$ cat config.mk
export PLATFORM = sky130hd
export DESIGN_NAME = alm_irq_ctrl
export DESIGN_NICKNAME = d
export VERILOG_FILES = /design/src/rtl/alm_pkg.sv /design/src/rtl/alm_change_det.sv /design/src/rtl/alm_status_bank.sv /design/src/rtl/alm_irq_gate.sv /design/src/rtl/alm_irq_ctrl.sv
export SDC_FILE = /design/constraint.sdc
export NUM_CORES = 1
export LEC_CHECK = 0
export ABC_AREA = 1
export CAP_MARGIN = 20
export CORE_MARGIN = 1
export CORE_UTILIZATION = 45
export CTS_BUF_LIST = sky130_fd_sc_hd__clkbuf_8 sky130_fd_sc_hd__clkbuf_16
export DETAILED_ROUTE_END_ITERATION = 10
export DONT_BUFFER_PORTS = 1
export PLACE_DENSITY = 0.65
export SLEW_MARGIN = 0
export SYNTH_ARGS = -nofsm -noshare
export SYNTH_HDL_FRONTEND = slang
export SYNTH_SLANG_ARGS = --single-unit
$ cat constraint.sdc
create_clock -name clk -period 2.5 [get_ports clk]
set_input_delay 0.5 -clock clk [delete_from_list [all_inputs] [get_ports clk]]
set_output_delay 0.5 -clock clk [all_outputs]
set_load 0.01 [all_outputs]
$ cat src/rtl/alm_pkg.sv
package alm_pkg;

    localparam int unsigned REG_AW = 2;

    typedef enum logic [REG_AW-1:0] {
        REG_CTRL  = 2'd0,
        REG_BLKEN = 2'd1,
        REG_STAT  = 2'd2,
        REG_SRCEN = 2'd3
    } alm_reg_e;

    localparam int unsigned CTRL_RTC_BIT  = 0;
    localparam int unsigned BLKEN_ALL_BIT = 0;

    typedef struct packed {
        logic rd_to_clr;
        logic blk_en;
    } alm_cfg_t;

endpackage

$ cat src/rtl/alm_change_det.sv
module alm_change_det #(
    parameter int unsigned NUM_SRC = 8
) (
    input  logic               clk,
    input  logic               rst_n,
    input  logic [NUM_SRC-1:0] evt_i,
    output logic [NUM_SRC-1:0] chg_o
);

    typedef struct packed {
        logic [NUM_SRC-1:0] prev;
    } det_state_t;

    det_state_t state_d, state_q;

    always_comb begin
        state_d      = state_q;
        state_d.prev = evt_i;
    end

    always_ff @(posedge clk or negedge rst_n) begin
        if (!rst_n) begin
            state_q <= '0;
        end else begin
            state_q <= state_d;
        end
    end

    assign chg_o = evt_i ^ state_q.prev;

endmodule

$ cat src/rtl/alm_status_bank.sv
module alm_status_bank #(
    parameter int unsigned NUM_SRC = 8
) (
    input  logic               clk,
    input  logic               rst_n,
    input  logic [NUM_SRC-1:0] chg_i,
    input  logic [NUM_SRC-1:0] clr_i,
    output logic [NUM_SRC-1:0] stat_o
);

    typedef struct packed {
        logic [NUM_SRC-1:0] stat;
    } bank_state_t;

    bank_state_t state_d, state_q;

    always_comb begin
        state_d = state_q;
        for (int i = 0; i < NUM_SRC; i++) begin
            if (chg_i[i]) begin
                state_d.stat[i] = 1'b1;
            end else if (clr_i[i]) begin
                state_d.stat[i] = 1'b0;
            end
        end
    end

    always_ff @(posedge clk or negedge rst_n) begin
        if (!rst_n) begin
            state_q <= '0;
        end else begin
            state_q <= state_d;
        end
    end

    assign stat_o = state_q.stat;


    change_sets_chk: assert property (@(posedge clk) disable iff (!rst_n)
        (chg_i != '0) |=> ((stat_o & $past(chg_i)) == $past(chg_i)));


    sticky_hold_chk: assert property (@(posedge clk) disable iff (!rst_n)
        1'b1 |=> (($past(stat_o) & ~$past(clr_i) & ~stat_o) == '0));

endmodule

$ cat src/rtl/alm_irq_gate.sv
module alm_irq_gate #(
    parameter int unsigned NUM_SRC = 8
) (
    input  logic               blk_en_i,
    input  logic [NUM_SRC-1:0] stat_i,
    input  logic [NUM_SRC-1:0] src_en_i,
    output logic               irq_o
);

    logic [NUM_SRC-1:0] armed;

    always_comb begin
        armed = stat_i & src_en_i;
        irq_o = blk_en_i && (armed != '0);
    end

endmodule

$ cat src/rtl/alm_irq_ctrl.sv
module alm_irq_ctrl
    import alm_pkg::*;
#(
    parameter int unsigned NUM_SRC = 8,
    parameter int unsigned DATA_W  = 8
) (
    input  logic                clk,
    input  logic                rst_n,
    input  logic [NUM_SRC-1:0]  evt_i,
    input  logic                bus_sel_i,
    input  logic                bus_wr_i,
    input  logic [1:0]          bus_addr_i,
    input  logic [DATA_W-1:0]   bus_wdata_i,
    output logic [DATA_W-1:0]   bus_rdata_o,
    output logic                irq_o
);

    localparam int unsigned SRC_HI = NUM_SRC - 1;

    typedef struct packed {
        alm_cfg_t            cfg;
        logic [NUM_SRC-1:0]  src_en;
    } regs_t;

    regs_t regs_d, regs_q;

    logic               wr_acc, rd_acc;
    logic               stat_wr, stat_rd;
    logic [NUM_SRC-1:0] chg, clr, stat;

    alm_change_det #(.NUM_SRC(NUM_SRC)) u_det (
        .clk   (clk),
        .rst_n (rst_n),
        .evt_i (evt_i),
        .chg_o (chg)
    );

    alm_status_bank #(.NUM_SRC(NUM_SRC)) u_bank (
        .clk    (clk),
        .rst_n  (rst_n),
        .chg_i  (chg),
        .clr_i  (clr),
        .stat_o (stat)
    );

    alm_irq_gate #(.NUM_SRC(NUM_SRC)) u_gate (
        .blk_en_i (regs_q.cfg.blk_en),
        .stat_i   (stat),
        .src_en_i (regs_q.src_en),
        .irq_o    (irq_o)
    );

    always_comb begin
        wr_acc  = bus_sel_i && bus_wr_i;
        rd_acc  = bus_sel_i && !bus_wr_i;
        stat_wr = wr_acc && (alm_reg_e'(bus_addr_i) == REG_STAT);
        stat_rd = rd_acc && (alm_reg_e'(bus_addr_i) == REG_STAT);
    end

    always_comb begin
        clr = '0;
        if (regs_q.cfg.rd_to_clr) begin
            if (stat_rd) clr = stat;
        end else begin
            if (stat_wr) clr = bus_wdata_i[SRC_HI:0];
        end
    end

    always_comb begin
        regs_d = regs_q;
        if (wr_acc) begin
            unique case (alm_reg_e'(bus_addr_i))
                REG_CTRL:  regs_d.cfg.rd_to_clr = bus_wdata_i[CTRL_RTC_BIT];
                REG_BLKEN: regs_d.cfg.blk_en    = bus_wdata_i[BLKEN_ALL_BIT];
                REG_SRCEN: regs_d.src_en        = bus_wdata_i[SRC_HI:0];
                default:   regs_d               = regs_q;
            endcase
        end
    end

    always_ff @(posedge clk or negedge rst_n) begin
        if (!rst_n) begin
            regs_q <= '0;
        end else begin
            regs_q <= regs_d;
        end
    end

    always_comb begin
        bus_rdata_o = '0;
        unique case (alm_reg_e'(bus_addr_i))
            REG_CTRL:  bus_rdata_o[CTRL_RTC_BIT]  = regs_q.cfg.rd_to_clr;
            REG_BLKEN: bus_rdata_o[BLKEN_ALL_BIT] = regs_q.cfg.blk_en;
            REG_STAT:  bus_rdata_o[SRC_HI:0]      = stat;
            REG_SRCEN: bus_rdata_o[SRC_HI:0]      = regs_q.src_en;
            default:   bus_rdata_o                = '0;
        endcase
    end


    blk_gate_chk: assert property (@(posedge clk) disable iff (!rst_n)
        !regs_q.cfg.blk_en |-> !irq_o);


    src_gate_chk: assert property (@(posedge clk) disable iff (!rst_n)
        ((stat & regs_q.src_en) == '0) |-> !irq_o);


    rtc_write_ignored_chk: assert property (@(posedge clk) disable iff (!rst_n)
        (regs_q.cfg.rd_to_clr && stat_wr && !stat_rd) |=> (($past(stat) & ~stat) == '0));


    rtc_read_clears_chk: assert property (@(posedge clk) disable iff (!rst_n)
        (regs_q.cfg.rd_to_clr && stat_rd) |=> ((stat & $past(stat) & ~$past(chg)) == '0));


    w1c_read_keeps_chk: assert property (@(posedge clk) disable iff (!rst_n)
        (!regs_q.cfg.rd_to_clr && stat_rd) |=> (($past(stat) & ~stat) == '0));

endmodule

==> results.json <==
{
  "ys_seq_elements": 26,
  "yosys.area.top_type_share_pct": 50.53,
  "holdBufCountCts": 1,
  "post-route-util_pct": 49.52,
  "syn_area_um2": 1287,
  "drv_slew": 0,
  "vias_per_cell": 5.192,
  "outcome": "completed",
  "synth_flop_cell": "dfrtp_1",
  "die_h_um": 55.49,
  "htreeDepth": 1,
  "grt_overflow": 0,
  "drive_above_1_share_pct": 8.609,
  "crit_arrival_ns": 1.33,
  "num_rows": 19,
  "yosysSeqAreaShare_pct": 50.53,
  "cts_tree": "yes",
  "cp_max_fo": 2,
  "grt_start_max_net_pins": 27,
  "clkTransAtPathRegs_ns": 0.09,
  "path_cells": "inv_1 -> o21ai_0 -> nor2_1 -> a21boi_0",
  "grt_pass1_vias": 978,
  "cts.sinks": 26,
  "die_w_um": 55.49,
  "wl_per_cell_um": 13.90,
  "hold_viol": 0,
  "cts_buffers": 3,
  "antenna_found_initial": 0,
  "wl_um": 2530,
  "start_util_pct": 47.09,
  "yosys.cell_count.top_type": "nand2_1",
  "rsz0062_at_grt": "false",
  "num-nets-final": 175,
  "place_congestion": 0.7644,
  "tightest_slew_ns": 0.4259,
  "syn_nets": 172,
  "synthArstFlopShare_pct": 100.0,
  "worstSetupStartpointType": "register",
  "cellPowerDensity_nw_per_um2": 725.0,
  "drc": 0,
  "leakage_nw": 0.6545,
  "ys_types": 22,
  "clockBufferDepth": 2,
  "syn_avg_cell_area_um2": 8.583,
  "coreArea_um2": 2734,
  "critPathKind": "reg2out",
  "setup_viol": 0,
  "drtIter0Drc": 34,
  "slowest_stage": "dfrtp_1",
  "maxSlewHeadroom_pct": 71.31,
  "fin_crit_sh_pct": 73.28,
  "synth_common_cells": "54 x nand2_1, 26 x dfrtp_1, 16 x inv_1",
  "min_path_type": "in2async",
  "post-cts-setup-buffers": 0,
  "worstSkewPairLatency_ns": 0.27,
  "synth_edf_count": 0,
  "fmax_ghz": 0.5459,
  "area_delta_synth_final_pct": 5.151,
  "yosys-top-cells-area": "dfrtp_1 51%, nand2_1 16%, o21ai_0 5.4%",
  "post-route-min-period_ns": 1.832,
  "skew_ns": 0.002696,
  "dr_total_vias": 945,
  "die_area_um2": 3079,
  "portBuffers": 0,
  "syn_inst": 150,
  "cts_root_buf": "clkbuf_8",
  "ir_drop_uv": 450.6,
  "end_kind": "output port",
  "first_pass_iters": 4,
  "diodes": 0,
  "postRouteAntennaNets": 0,
  "grt_usage_pct": 18.30,
  "cap_violations": 0,
  "timing.setup.tns_ns": 0,
  "io_pins": 31,
  "yosysWarningCount": 0,
  "max_stage_delay_ns": 0.36,
  "yosysTopAreaCell": "dfrtp_1",
  "grt_pass1_wl_um": 4402,
  "dp_hpwl_um": 1808,
  "cts_resized": 0,
  "cp.required_ns": 2.00
}
## flip-flops by register name (all words and copies together), names as in the netlist
| name | flops |
|---|---|
| u_bank.stat_o | 8 |
| regs_q | 10 |
| u_det.state_q | 8 |
## worst paths after layout
check	from	to	slack, ns	cells after the start
max in group asynchronous	rst_n	regs_q[1]	2.32	1
max reg2reg	regs_q[9]	u_bank.stat_o[1]	1.50	5
min in group clk	evt_i[7]	u_det.state_q[7]	0.25	0
max	u_bank.stat_o[7]	irq_o	0.67	4
min reg2reg	u_bank.stat_o[4]	u_bank.stat_o[4]	0.49	2
min	rst_n	regs_q[4]	0.04	1
## cells in the final DEF, fill, tap and decap left out
master / netlist / routed
a21boi_0: 1 / 1
a21oi_1: 1 / 1
a31oi_1: 1 / 1
buf_12: 0 / 1
clkbuf_8: 0 / 3
dfrtp_1: 26 / 26
inv_1: 16 / 16
inv_2: 1 / 1
nand2_1: 54 / 54
nand2_2: 2 / 2
nand2_4: 1 / 1
nand3_1: 10 / 10
nor2_1: 3 / 3
nor2_4: 1 / 1
nor2_8: 1 / 1
o2111ai_1: 1 / 1
o21ai_0: 14 / 14
o21ai_2: 2 / 2
o21ai_4: 1 / 1
o22ai_1: 3 / 3
xnor2_1: 8 / 8
## power by group
part	internal, mW	switching, mW
Combinational	0.0809	0.142
Sequential	0.485	0.0380
Clock	0.108	0.127
Total	0.674	0.308
## per-stage QoR
step	total power [mW]	hold WS, ns	setup WS, ns	std cells	cell area, um2
global route	1.048	0.03824	0.5939	182	1354
CTS	0.9952	0.03515	0.6923	182	1354
global placement	0.7356	0.2051	0.9310	178	1292
finish	0.9816	0.03788	0.6681	182	1354
detailed placement	0.7441	0.2050	0.8917	178	1292
floorplan	0.7007	0.2044	1.016	150	1287
## metal layers
metal  track usage, %  routed length (um)  vias to the layer above
li1                 -                   -                      477
met1            23.10                1142                      436
met2            29.43                1195                       28
met3            4.684                 160                        4
met4            8.571                  31                        0
met5                0                   0                        -
## critical path, delay by kind of cell, from the launching register on
| kind | cells | cell delay, ns |
|---|---|---|
| AO/OA/AOI/OAI | 2 | 0.57 |
| flip-flops | 1 | 0.36 |
| AND/OR/NAND/NOR | 1 | 0.07 |
| buffers and inverters | 1 | 0.06 |
## cell families (layout without fill, tap and decap cells)
logic type	after synthesis	after routing	share of synthesized area, %
AND/OR/NAND/NOR	72	72	24.78
flip-flops	26	26	50.53
XOR/XNOR	8	8	5.442
buffers and inverters	20	21	7.580
AO/OA/AOI/OAI	24	24	11.66
## cell type report
class	instances	area [um2]
clock buffer	3	41.29
fill	254	1380
inverter	17	63.81
multi-input combinational	104	539.3
sequential	26	650.6
tap	31	38.79
timing repair buffer	1	20.02
Note: power is estimated with default switching activity, not from simulation.
